[src/rtl/sysctr_pkg.sv]
package sysctr_pkg;

    // Byte offsets of the register map
    localparam int unsigned OFF_CNT_LO  = 32'h0000_0008;
    localparam int unsigned OFF_CNT_HI  = 32'h0000_000C;
    localparam int unsigned OFF_FRAME   = 32'h0001_0000;
    localparam int unsigned OFF_CMP_LO  = OFF_FRAME + 32'h20;
    localparam int unsigned OFF_CMP_HI  = OFF_FRAME + 32'h24;
    localparam int unsigned OFF_CTRL    = OFF_FRAME + 32'h2C;

    // Control word bit positions (status read-only)
    localparam int unsigned CTRL_EN_BIT   = 0;
    localparam int unsigned CTRL_MASK_BIT = 1;
    localparam int unsigned CTRL_STAT_BIT = 2;

    // Packed so that the bit order equals the register layout
    typedef struct packed {
        logic status;
        logic mask;
        logic en;
    } ctrl_t;

endpackage

[src/rtl/sysctr_tick.sv]
module sysctr_tick #(
    parameter int unsigned DIV = 3
) (
    input  logic clk,
    input  logic rst_n,
    output logic tick_o
);
    localparam int unsigned DIV_W = (DIV > 1) ? $clog2(DIV) : 1;
    localparam logic [DIV_W-1:0] LAST = DIV_W'(DIV - 1);

    typedef struct packed {
        logic [DIV_W-1:0] phase;
    } tick_st_t;

    tick_st_t st_d, st_q;

    always_comb begin
        st_d = st_q;
        if (st_q.phase == LAST) begin
            st_d.phase = '0;
        end else begin
            st_d.phase = st_q.phase + DIV_W'(1);
        end
    end

    always_ff @(posedge clk or negedge rst_n) begin
        if (!rst_n) begin
            st_q <= '0;
        end else begin
            st_q <= st_d;
        end
    end

    assign tick_o = (st_q.phase == LAST);

    // two ticks are never adjacent when dividing by more than one
    generate
        if (DIV > 1) begin : g_gap
            p_tick_gap_r2: assert property (@(posedge clk) disable iff (!rst_n)
                tick_o |=> !tick_o)
                else $error("tick asserted in consecutive cycles");
        end
    endgenerate

endmodule

[src/rtl/sysctr_count.sv]
module sysctr_count #(
    parameter int unsigned CNT_W    = 64,
    parameter logic [63:0] CNT_INIT = 64'h0
) (
    input  logic             clk,
    input  logic             rst_n,
    input  logic             tick_i,
    output logic [CNT_W-1:0] cnt_o
);
    typedef struct packed {
        logic [CNT_W-1:0] value;
    } cnt_st_t;

    cnt_st_t st_d, st_q;

    always_comb begin
        st_d = st_q;
        if (tick_i) begin
            st_d.value = st_q.value + CNT_W'(1);
        end
    end

    always_ff @(posedge clk or negedge rst_n) begin
        if (!rst_n) begin
            st_q.value <= CNT_INIT[CNT_W-1:0];
        end else begin
            st_q <= st_d;
        end
    end

    assign cnt_o = st_q.value;

    // the count only ever moves forward by one
    p_count_step_r2: assert property (@(posedge clk) disable iff (!rst_n)
        (cnt_o != $past(cnt_o)) |-> (cnt_o == $past(cnt_o) + CNT_W'(1)))
        else $error("count jumped by more than one");

    // the count moves exactly when a tick was seen
    p_count_on_tick_r2: assert property (@(posedge clk) disable iff (!rst_n)
        tick_i |=> (cnt_o != $past(cnt_o)))
        else $error("tick did not advance count");

endmodule

[src/rtl/sysctr_cmp_frame.sv]
module sysctr_cmp_frame
    import sysctr_pkg::*;
#(
    parameter int unsigned CNT_W    = 64,
    parameter int unsigned CMP_HI_W = 20
) (
    input  logic                clk,
    input  logic                rst_n,
    input  logic [CNT_W-1:0]    cnt_i,
    input  logic                wr_lo_i,
    input  logic                wr_hi_i,
    input  logic                wr_ctrl_i,
    input  logic [31:0]         wdata_i,
    output logic [31:0]         cmp_lo_o,
    output logic [CMP_HI_W-1:0] cmp_hi_o,
    output ctrl_t               ctrl_o,
    output logic                irq_o
);
    localparam int unsigned CMP_W = 32 + CMP_HI_W;

    typedef struct packed {
        logic [31:0]         cmp_lo;
        logic [CMP_HI_W-1:0] cmp_hi;
        ctrl_t               ctrl;
        logic                irq;
    } frame_st_t;

    frame_st_t st_d, st_q;
    logic [CNT_W-1:0] deadline;
    logic             reached;

    assign deadline = CNT_W'({st_q.cmp_hi, st_q.cmp_lo});
    assign reached  = (cnt_i >= deadline);

    always_comb begin
        st_d = st_q;
        if (wr_lo_i) begin
            st_d.cmp_lo = wdata_i;
        end
        if (wr_hi_i) begin
            st_d.cmp_hi = wdata_i[CMP_HI_W-1:0];
        end
        if (st_q.ctrl.en && reached) begin
            st_d.ctrl.status = 1'b1;
        end
        if (wr_ctrl_i) begin
            st_d.ctrl.en   = wdata_i[CTRL_EN_BIT];
            st_d.ctrl.mask = wdata_i[CTRL_MASK_BIT];
            if (!wdata_i[CTRL_EN_BIT]) begin
                st_d.ctrl.status = 1'b0;
            end
        end
        st_d.irq = st_d.ctrl.status & st_d.ctrl.en & ~st_d.ctrl.mask;
    end

    always_ff @(posedge clk or negedge rst_n) begin
        if (!rst_n) begin
            st_q <= '0;
        end else begin
            st_q <= st_d;
        end
    end

    assign cmp_lo_o = st_q.cmp_lo;
    assign cmp_hi_o = st_q.cmp_hi;
    assign ctrl_o   = st_q.ctrl;
    assign irq_o    = st_q.irq;

    // an enabled frame that has reached its deadline shows status next cycle
    p_status_set_r4: assert property (@(posedge clk) disable iff (!rst_n)
        (ctrl_o.en && reached && !wr_ctrl_i) |=> ctrl_o.status)
        else $error("status failed to set at deadline");

    // status never rises while the count is below the deadline
    p_no_early_r4: assert property (@(posedge clk) disable iff (!rst_n)
        $rose(ctrl_o.status) |-> $past(reached))
        else $error("status rose before deadline");

    // writing enable low acknowledges on that edge
    p_ack_r5: assert property (@(posedge clk) disable iff (!rst_n)
        (wr_ctrl_i && !wdata_i[CTRL_EN_BIT]) |=> (!ctrl_o.status && !irq_o))
        else $error("acknowledge did not clear status/irq");

    // a masked frame never drives the interrupt
    p_mask_r7: assert property (@(posedge clk) disable iff (!rst_n)
        ctrl_o.mask |-> !irq_o)
        else $error("irq asserted while masked");

    // interrupt implies latched status
    p_irq_needs_status_r7: assert property (@(posedge clk) disable iff (!rst_n)
        irq_o |-> (ctrl_o.status && ctrl_o.en))
        else $error("irq without status");

endmodule

[src/rtl/sysctr_top.sv]
module sysctr_top
    import sysctr_pkg::*;
#(
    parameter int unsigned ADDR_W   = 17,
    parameter int unsigned CNT_W    = 64,
    parameter int unsigned CMP_HI_W = 20,
    parameter int unsigned DIV      = 3,
    parameter logic [63:0] CNT_INIT = 64'h0
) (
    input  logic              clk,
    input  logic              rst_n,
    input  logic              bus_sel,
    input  logic              bus_wr,
    input  logic [ADDR_W-1:0] bus_addr,
    input  logic [31:0]       bus_wdata,
    output logic [31:0]       bus_rdata,
    output logic              irq_o
);
    localparam logic [ADDR_W-1:0] A_CNT_LO = ADDR_W'(OFF_CNT_LO);
    localparam logic [ADDR_W-1:0] A_CNT_HI = ADDR_W'(OFF_CNT_HI);
    localparam logic [ADDR_W-1:0] A_CMP_LO = ADDR_W'(OFF_CMP_LO);
    localparam logic [ADDR_W-1:0] A_CMP_HI = ADDR_W'(OFF_CMP_HI);
    localparam logic [ADDR_W-1:0] A_CTRL   = ADDR_W'(OFF_CTRL);

    logic              tick;
    logic [CNT_W-1:0]  cnt;
    logic [63:0]       cnt64;
    logic              wr_lo, wr_hi, wr_ctrl;
    logic [31:0]       cmp_lo;
    logic [CMP_HI_W-1:0] cmp_hi;
    ctrl_t             ctrl;

    sysctr_tick #(.DIV(DIV)) u_tick (
        .clk    (clk),
        .rst_n  (rst_n),
        .tick_o (tick)
    );

    sysctr_count #(.CNT_W(CNT_W), .CNT_INIT(CNT_INIT)) u_count (
        .clk    (clk),
        .rst_n  (rst_n),
        .tick_i (tick),
        .cnt_o  (cnt)
    );

    assign cnt64 = 64'(cnt);

    assign wr_lo   = bus_sel && bus_wr && (bus_addr == A_CMP_LO);
    assign wr_hi   = bus_sel && bus_wr && (bus_addr == A_CMP_HI);
    assign wr_ctrl = bus_sel && bus_wr && (bus_addr == A_CTRL);

    sysctr_cmp_frame #(.CNT_W(CNT_W), .CMP_HI_W(CMP_HI_W)) u_frame (
        .clk       (clk),
        .rst_n     (rst_n),
        .cnt_i     (cnt),
        .wr_lo_i   (wr_lo),
        .wr_hi_i   (wr_hi),
        .wr_ctrl_i (wr_ctrl),
        .wdata_i   (bus_wdata),
        .cmp_lo_o  (cmp_lo),
        .cmp_hi_o  (cmp_hi),
        .ctrl_o    (ctrl),
        .irq_o     (irq_o)
    );

    always_comb begin
        bus_rdata = '0;
        if (bus_sel && !bus_wr) begin
            if (bus_addr == A_CNT_LO) begin
                bus_rdata = cnt64[31:0];
            end else if (bus_addr == A_CNT_HI) begin
                bus_rdata = cnt64[63:32];
            end else if (bus_addr == A_CMP_LO) begin
                bus_rdata = cmp_lo;
            end else if (bus_addr == A_CMP_HI) begin
                bus_rdata = 32'(cmp_hi);
            end else if (bus_addr == A_CTRL) begin
                bus_rdata = 32'(ctrl);
            end
        end
    end

    // the high deadline word never shows bits above its stored width
    p_hi_narrow_r6: assert property (@(posedge clk) disable iff (!rst_n)
        (bus_sel && !bus_wr && bus_addr == A_CMP_HI) |-> (bus_rdata[31:CMP_HI_W] == '0))
        else $error("deadline high word shows upper bits");

    // unmapped reads return zero
    p_unmapped_r8: assert property (@(posedge clk) disable iff (!rst_n)
        (bus_sel && !bus_wr && bus_addr != A_CNT_LO && bus_addr != A_CNT_HI &&
         bus_addr != A_CMP_LO && bus_addr != A_CMP_HI && bus_addr != A_CTRL)
        |-> (bus_rdata == 32'h0))
        else $error("unmapped read nonzero");

endmodule

[config.mk]
export PLATFORM = sky130hd
export DESIGN_NAME = sysctr_top
export DESIGN_NICKNAME = d
export VERILOG_FILES = /design/src/rtl/sysctr_pkg.sv /design/src/rtl/sysctr_tick.sv /design/src/rtl/sysctr_count.sv /design/src/rtl/sysctr_cmp_frame.sv /design/src/rtl/sysctr_top.sv
export SDC_FILE = /design/constraint.sdc
export NUM_CORES = 1
export LEC_CHECK = 0
export ABC_CLOCK_PERIOD_IN_PS = 2500
export BUFFER_PORTS_ARGS = -buffer_cell sky130_fd_sc_hd__buf_2
export CORE_UTILIZATION = 40
export DETAILED_ROUTE_END_ITERATION = 16
export RECOVER_POWER = 100
export REMOVE_ABC_BUFFERS = 1
export SYNTH_ARGS = -nofsm -noshare
export SYNTH_HDL_FRONTEND = slang
export SYNTH_SLANG_ARGS = --single-unit
[constraint.sdc]
create_clock -name clk -period 2.5 [get_ports clk]
set_input_delay 0.125 -clock clk [delete_from_list [all_inputs] [get_ports clk]]
set_output_delay 0.125 -clock clk [all_outputs]
set_load 0.005 [all_outputs]
==> flow_metrics.py, run 1 <==
metrics = {
    "global_routing": {
        "grt_overflow": 0,
        "grt_max_degree": 50,
        "antenna_found_initial": 0,
        "grt_pass1_vias": 5995,
        "grt_pass1_wl_mm": 31.64,
        "grt_usage": 0.2297,
    },
    "flow_run": {
        "max_cap_violations": 0,
    },
    "timing": {
        "min_period_ps": 2390,
        "relSlewSlack": 0.1779,
        "tns_ps": 0,
        "setup_viol": 0,
        "period_share": 0.9561,
        "rsz0062_at_grt": "no",
        "tightestPinTransition_ps": 1233,
        "whs_ps": 29.37,
        "fmax_ghz": 0.4184,
        "skew_ps": 6.613,
        "final_hold_viol_count": 0,
        "slew_violations": 0,
    },
    "floorplanning": {
        "die_w_microns": 134.0,
        "initial_core_util": 0.4144,
        "die_h_microns": 134.0,
        "io-pin-count": 86,
        "dieArea_sq_um": 17950,
        "rows": 47,
        "fp.coreArea_sq_um": 16820,
    },
    "synthesis": {
        "synth_most_common_cell": "dfrtp_1",
        "ys_types": 51,
        "syn_area_per_cell_sq_um": 9.482,
        "synth_edf_count": 0,
        "yosys-top-cells-count": "122 x dfrtp_1, 107 x nand2_1, 59 x inv_1",
        "synth_seq_cells": 122,
        "synth_flop_cell": "dfrtp_1",
        "yosys.area.top_type_share": 0.4381,
        "yosysTopAreaCell": "dfrtp_1",
        "synth_seq_area_share": 0.4381,
        "ys_async_sr_fraction": 1.000,
        "yosysWarnings": 0,
        "synth.area.top_cells": "dfrtp_1 44%, ha_1 9.5%, xnor2_1 6.2%, nand2_1 5.8%, a222oi_1 4.6%",
        "syn_inst": 735,
        "synth_area_sq_um": 6969,
    },
    "critical_path": {
        "arrival_ps": 2720,
        "path_class": "reg2reg",
        "required_ps": 2830,
        "endpoint_kind": "flip-flop",
        "crit_slowest_cell": "or3_1",
        "crit_path_max_fanout": 7,
        "cp-start-kind": "flip-flop",
        "critPathMaxStageDelay_ps": 490,
        "cp_cell_sequence": "and4_1, nand3_4, or3_1, or3_4, nor4_1, xor2_1",
    },
    "clock_tree": {
        "cts_resized": 0,
        "cts_tree": "built",
        "clk_latency_ps": 420,
        "root_buffer": "clkbuf_16",
        "clk_pin_slew_ps": 50,
        "cts.path.max_buffers": 2,
        "clock_sinks": 122,
        "htreeDepth": 4,
        "cts_buffers": 17,
    },
    "final_layout": {
        "diodes": 0,
        "nFillCells": 1623,
        "layout.nets": 984,
        "syn_to_final_growth_pct": 22.57,
        "drive_above_1_share": 0.1466,
    },
    "route": {
        "drt_iter0_drc": 519,
        "drc": 0,
        "dr_total_vias": 6020,
        "first_pass_iters": 7,
        "drt-total-wl_mm": 19.22,
        "ant_nets": 0,
        "vias_per_cell": 5.438,
        "wire_per_inst_microns": 17.36,
    },
    "min_path": {
        "hold_path.class": "in2reg",
    },
    "power": {
        "p_leak_nw": 4.080,
        "peakVddDrop_mv": 0.4577,
        "p_per_area_nw_per_um2": 499.0,
        "p_switching_mw": 0.9056,
        "p_int_mw": 3.357,
        "power_frac_comb": 0.034,
        "power_frac_seq": 0.464,
        "clkPwrFrac": 0.502,
        "p_sw_frac": 0.2125,
    },
    "placement": {
        "place.gp.congestion": 0.8284,
        "hpwl_mm": 13.80,
        "port-buffer-count": 85,
    },
    "status": {
        "status": "finished clean",
    },
}
power by group through the flow:
| stage | registers [mW] | clock network, mW | logic [mW] |
|---|---|---|---|
| 2_1_floorplan | 2.01 | 0 | 0.0113 |
| 3_3_place_gp | 2.01 | 0 | 0.115 |
| 3_5_place_dp | 2.01 | 0 | 0.115 |
| 4_1_cts | 1.98 | 2.18 | 0.154 |
| 5_1_grt | 1.98 | 2.27 | 0.162 |
| 6_report | 1.98 | 2.14 | 0.144 |
final timing paths:
check / start / endpoint / slack (ps) / cells past startpoint
worst max-delay path: u_count.cnt_o[8] / u_count.cnt_o[61] / 110 / 6
worst min-delay path: bus_wdata[0] / u_frame.cmp_lo_o[0] / 30 / 2
worst max register to register: u_count.cnt_o[8] / u_count.cnt_o[61] / 110 / 6
worst min register to register: u_tick.st_q[1] / u_tick.st_q[1] / 470 / 1
max in group asynchronous: rst_n / u_frame.cmp_lo_o[23] / 570 / 3
min in group asynchronous: rst_n / u_frame.cmp_lo_o[4] / 510 / 2
what timing repair did:
item                                    4_1_cts  5_1_grt
setup buffers                                 0        0
hold buffers                                 32        0
endpoints found under the setup margin        0        0
hold endpoints to repair                     96        0
logic make-up after synthesis:
group | after synthesis | share of synthesized area
buffers and inverters | 85 | 0.04686
AO/OA/AOI/OAI | 146 | 0.1357
adder cells (fa/ha/maj) | 53 | 0.09515
multiplexers | 4 | 0.006463
flip-flops | 122 | 0.4381
AND/OR/NAND/NOR | 262 | 0.1986
XOR/XNOR | 63 | 0.07917
placed cells by master (no fill, tap or decap), types with 3 or more instances in the layout:
cell,netlist,final
inv_1,59,59
clkbuf_16,0,17
nor4_1,9,11
nor2_1,31,31
buf_4,0,18
mux2_2,4,4
nand3_1,32,32
nand2_1,107,107
nand4_1,26,26
buf_2,1,53
dfrtp_1,122,122
xnor2_1,49,49
clkbuf_8,0,3
clkinv_2,0,4
a221oi_1,3,3
dlygate4sd3_1,0,32
or4_1,3,3
xor2_1,14,14
nor2b_1,7,7
a211oi_1,3,3
clkbuf_2,0,12
o21ai_0,57,57
a21oi_1,39,39
nor3_1,6,6
a222oi_1,32,32
and3_1,4,4
ha_1,53,53
and4_1,4,5
clkbuf_1,24,36
a22oi_1,4,4
and3_2,5,5
stage by stage:
| stage | cells | utilization | setup WS [ps] | area (sq um) | power (mW) |
|---|---|---|---|---|---|
| 2_1_floorplan | 709 | - | -1941 | 6864 | 2.023 |
| 3_3_place_gp | 1047 | 0.4691 | 212.1 | 7890 | 2.126 |
| 3_5_place_dp | 1047 | 0.4691 | 239.4 | 7890 | 2.126 |
| 4_1_cts | 1107 | 0.5180 | 206.3 | 8712 | 4.308 |
| 5_1_grt | 1107 | 0.5079 | 17.87 | 8542 | 4.410 |
| 6_report | 1107 | 0.5079 | 109.7 | 8542 | 4.262 |
critical path, delay by kind of cell (launching register included):
family / cells / cell delay, ps
xor+xnor: 1 / 190
flops: 1 / 450
simple gates: 5 / 1670
flip-flops by register name, summed over array words and instances (netlist names):
register / cells
u_count.cnt_o: 64
u_frame.cmp_hi_o: 20
u_frame.cmp_lo_o: 32
u_frame.ctrl_o: 3
u_frame.irq_o: 1
u_tick.st_q: 2
per-layer routing:
layer  vias up  part of all wire  GRT usage
met2       195              0.45     0.3578
met1      2885              0.47     0.3147
met3        17             0.062    0.05896
met5         -                 0          0
li1       2923                 -          -
met4         0             0.013    0.06439
final cells by class:
cell class / instances / area (sq um) / area share
Tap cell: 220 / 275.3 / 0.03222
Clock inverter: 4 / 20.02 / 0.002344
Inverter: 59 / 221.5 / 0.02593
Clock buffer: 24 / 481.7 / 0.05639
Multi-Input combinational cell: 528 / 3555 / 0.4161
Timing Repair Buffer: 150 / 935.9 / 0.1096
Sequential cell: 122 / 3053 / 0.3574
Note: power is estimated with default switching activity, not from simulation.
==> run 2, diff against run 1 <==
ABC_AREA = 1   (was not set)
CORE_UTILIZATION = 45   (was 40)
==> run 2 against run 1 <==
  * The flow now finishes with violations (capacitance limit, slew limit)
  * Largest power group unchanged
  * Clock skew increased by 4.5 ps
  * Area after synthesis increased by 15%
  * Combinational power increased by 12%
  * Sequential power about the same
  * Register-to-register slack improved by 60 ps
  * Fmax increased by 2.4%
  * Final area increased by 12%
  * Sequential share of layout area decreased by 3.9 points
  * Core utilization increased by 4.5 points
  * Clock power increased by 19%
  * Critical path depth increased by 5
==> flow_metrics.py, run 2 <==
metrics = {
    "synthesis": {
        "ys_types": 43,
        "synth_most_common_cell": "nand2_1",
        "yosysTopAreaCell": "dfrtp_1",
        "synth_seq_area_share": 0.3809,
        "synth_area_sq_um": 8015,
        "yosysWarnings": 0,
        "synth_edf_count": 0,
        "synth_seq_cells": 122,
        "synth.area.top_cells": "dfrtp_1 38%, nand2_1 9.7%, ha_1 8.3%, inv_1 7.9%, xor2_1 5.4%",
        "synth_flop_cell": "dfrtp_1",
        "yosys-top-cells-count": "207 x nand2_1, 169 x inv_1, 122 x dfrtp_1",
        "syn_inst": 1031,
        "yosys.area.top_type_share": 0.3809,
        "syn_area_per_cell_sq_um": 7.774,
        "ys_async_sr_fraction": 1.000,
    },
    "placement": {
        "place.gp.congestion": 0.9622,
        "hpwl_mm": 17.39,
        "placed_area_sq_um": 8796,
        "port-buffer-count": 85,
    },
    "route": {
        "ant_nets": 0,
        "first_pass_iters": 5,
        "wire_per_inst_microns": 16.53,
        "vias_per_cell": 5.184,
        "drt-total-wl_mm": 23.08,
        "drt_iter0_drc": 519,
        "drc": 0,
        "dr_total_vias": 7237,
    },
    "status": {
        "status": "complete, but fails checks",
        "violations": "capacitance limit, slew limit",
    },
    "power": {
        "power.total_mw": 4.684,
        "peakVddDrop_mv": 0.4376,
        "p_leak_nw": 4.704,
        "p_per_area_nw_per_um2": 487.9,
    },
    "floorplanning": {
        "dieArea_sq_um": 18350,
        "initial_core_util": 0.4618,
        "rows": 48,
        "die_h_microns": 135.5,
        "io-pin-count": 86,
        "die_w_microns": 135.5,
        "fp.coreArea_sq_um": 17360,
    },
    "final_layout": {
        "multi_input_area_sq_um": 4136,
        "ff_latch_area_sq_um": 3053,
        "final_common_cell": "nand2_1",
        "fin_util": 0.5531,
        "diodes": 0,
        "nFillCells": 1729,
        "layout.nets": 1266,
        "largest_reg_flops": 64,
        "syn_to_final_growth_pct": 19.78,
        "drive_above_1_share": 0.1221,
        "mostFrequentLayoutCells": "210 x nand2_1, 172 x inv_1, 122 x dfrtp_1",
        "fin_area_sq_um": 9600,
    },
    "flow_run": {
        "max_cap_violations": 1,
    },
    "critical_path": {
        "crit_start": "u_tick.st_q[0]",
        "cp_cell_sequence": "inv_1, nand2_4, nor2_1, nand3b_2, nor2_4, nand2_4, nor2_8, nand3_1, nor2_4, nand3_1, xor2_1",
        "crit_path_max_fanout": 9,
        "critPathMaxStageDelay_ps": 370,
        "required_ps": 2800,
        "cp-start-kind": "flip-flop",
        "path_class": "reg2reg",
        "crit_slowest_cell": "dfrtp_1",
        "r2r_start": "u_tick.st_q[0]",
        "arrival_ps": 2630,
        "endpoint_kind": "flip-flop",
    },
    "min_path": {
        "min-delay-start": "bus_wdata[1]",
        "hold_path.class": "in2reg",
    },
    "clock_tree": {
        "cts_buffers": 17,
        "clk_pin_slew_ps": 60,
        "clock_sinks": 122,
        "root_buffer": "clkbuf_16",
        "cts_tree": "built",
        "clk_latency_ps": 420,
        "cts_setup_buffers": 0,
        "cts.path.max_buffers": 2,
        "htreeDepth": 4,
    },
    "global_routing": {
        "use_met2": 0.4219,
        "grt_max_degree": 123,
        "met3_usage": 0.05275,
        "grt_overflow": 0,
        "grt_pass1_wl_mm": 37.09,
        "grt_pass1_vias": 7116,
        "antenna_found_initial": 0,
        "grt_busiest_layer": "met2",
        "grt.met1_usage": 0.3677,
        "grt_usage": 0.2685,
    },
    "timing": {
        "min_period_ps": 2334,
        "rsz0062_at_grt": "no",
        "slew_violations": 123,
        "whs_ps": 11.27,
        "setup_viol": 0,
        "fmax_ghz": 0.4285,
        "relSlewSlack": -0.2078,
        "period_share": 0.9335,
        "tightestPinTransition_ps": 1812,
        "tns_ps": 0,
        "skew_ps": 11.07,
        "final_hold_viol_count": 0,
    },
}
run 2: cell count changes after synthesis, moves of 12 or more:
cell / delta
a21oi_1: +19
a222oi_1: -32
a31oi_1: +13
inv_1: +110
nand2_1: +100
nor2_1: +52
nor3_1: +23
o21ai_0: +12
o221ai_1: +13
xnor2_1: -35
xor2_1: +35
run 2: path summary, 6_finish.rpt:
check | endpoint | slack (ps) | cells past startpoint
hold reg to reg | u_tick.st_q[0] | 420 | 1
max in group asynchronous | u_frame.cmp_hi_o[7] | 490 | 3
setup reg to reg | u_count.cnt_o[61] | 170 | 11
setup / recovery | u_count.cnt_o[61] | 170 | 11
hold / removal | u_frame.cmp_hi_o[1] | 10 | 3
min in group asynchronous | u_frame.cmp_hi_o[9] | 770 | 3
run 2: per-stage QoR:
stage,instances,worst slack (ps)
5_1_grt,1396,36.89
2_1_floorplan,1005,286.9
3_5_place_dp,1334,274.5
3_3_place_gp,1334,294.8
4_1_cts,1396,276.3
6_report,1396,166.3
run 2: layout make-up:
cell class	instances	share of cell area
Clock buffer	22	0.05044
Clock inverter	8	0.01225
Inverter	176	0.06881
Multi-Input combinational cell	707	0.4309
Sequential cell	122	0.3180
Tap cell	225	0.02932
Timing Repair Buffer	136	0.09032
run 2: repair_timing:
item	4_1_cts	5_1_grt
gates resized for setup	0	0
hold endpoints to repair	173	0
hold buffers	32	0
run 2: report_power, final:
part	leakage (nW)	internal, mW	switching, mW
clock	0.298	1.65	0.893
combinational	2.77	0.0737	0.0870
sequential	1.63	1.98	0.0000562
run 2: routing by layer:
metal | part of all wire | wire (microns)
met1 | 0.47 | 10950
met2 | 0.45 | 10300
met3 | 0.060 | 1375
met4 | 0.020 | 450
met5 | 0 | 0
run 2: worst max-delay path: cells and delay by family, from the launching register on:
family	cells	cell delay, ps
buffers and inverters	1	110
AND/OR/NAND/NOR	9	1570
XOR/XNOR	1	160
flip-flops	1	370
run 2: logic make-up after synthesis:
| family | Yosys count | share of synthesized area |
|---|---|---|
| AO/OA/AOI/OAI | 176 | 0.1244 |
| adder cells (fa/ha/maj) | 53 | 0.08274 |
| multiplexers | 1 | 0.001249 |
| AND/OR/NAND/NOR | 414 | 0.2465 |
| XOR/XNOR | 63 | 0.06884 |
| buffers and inverters | 202 | 0.09538 |
| flip-flops | 122 | 0.3809 |
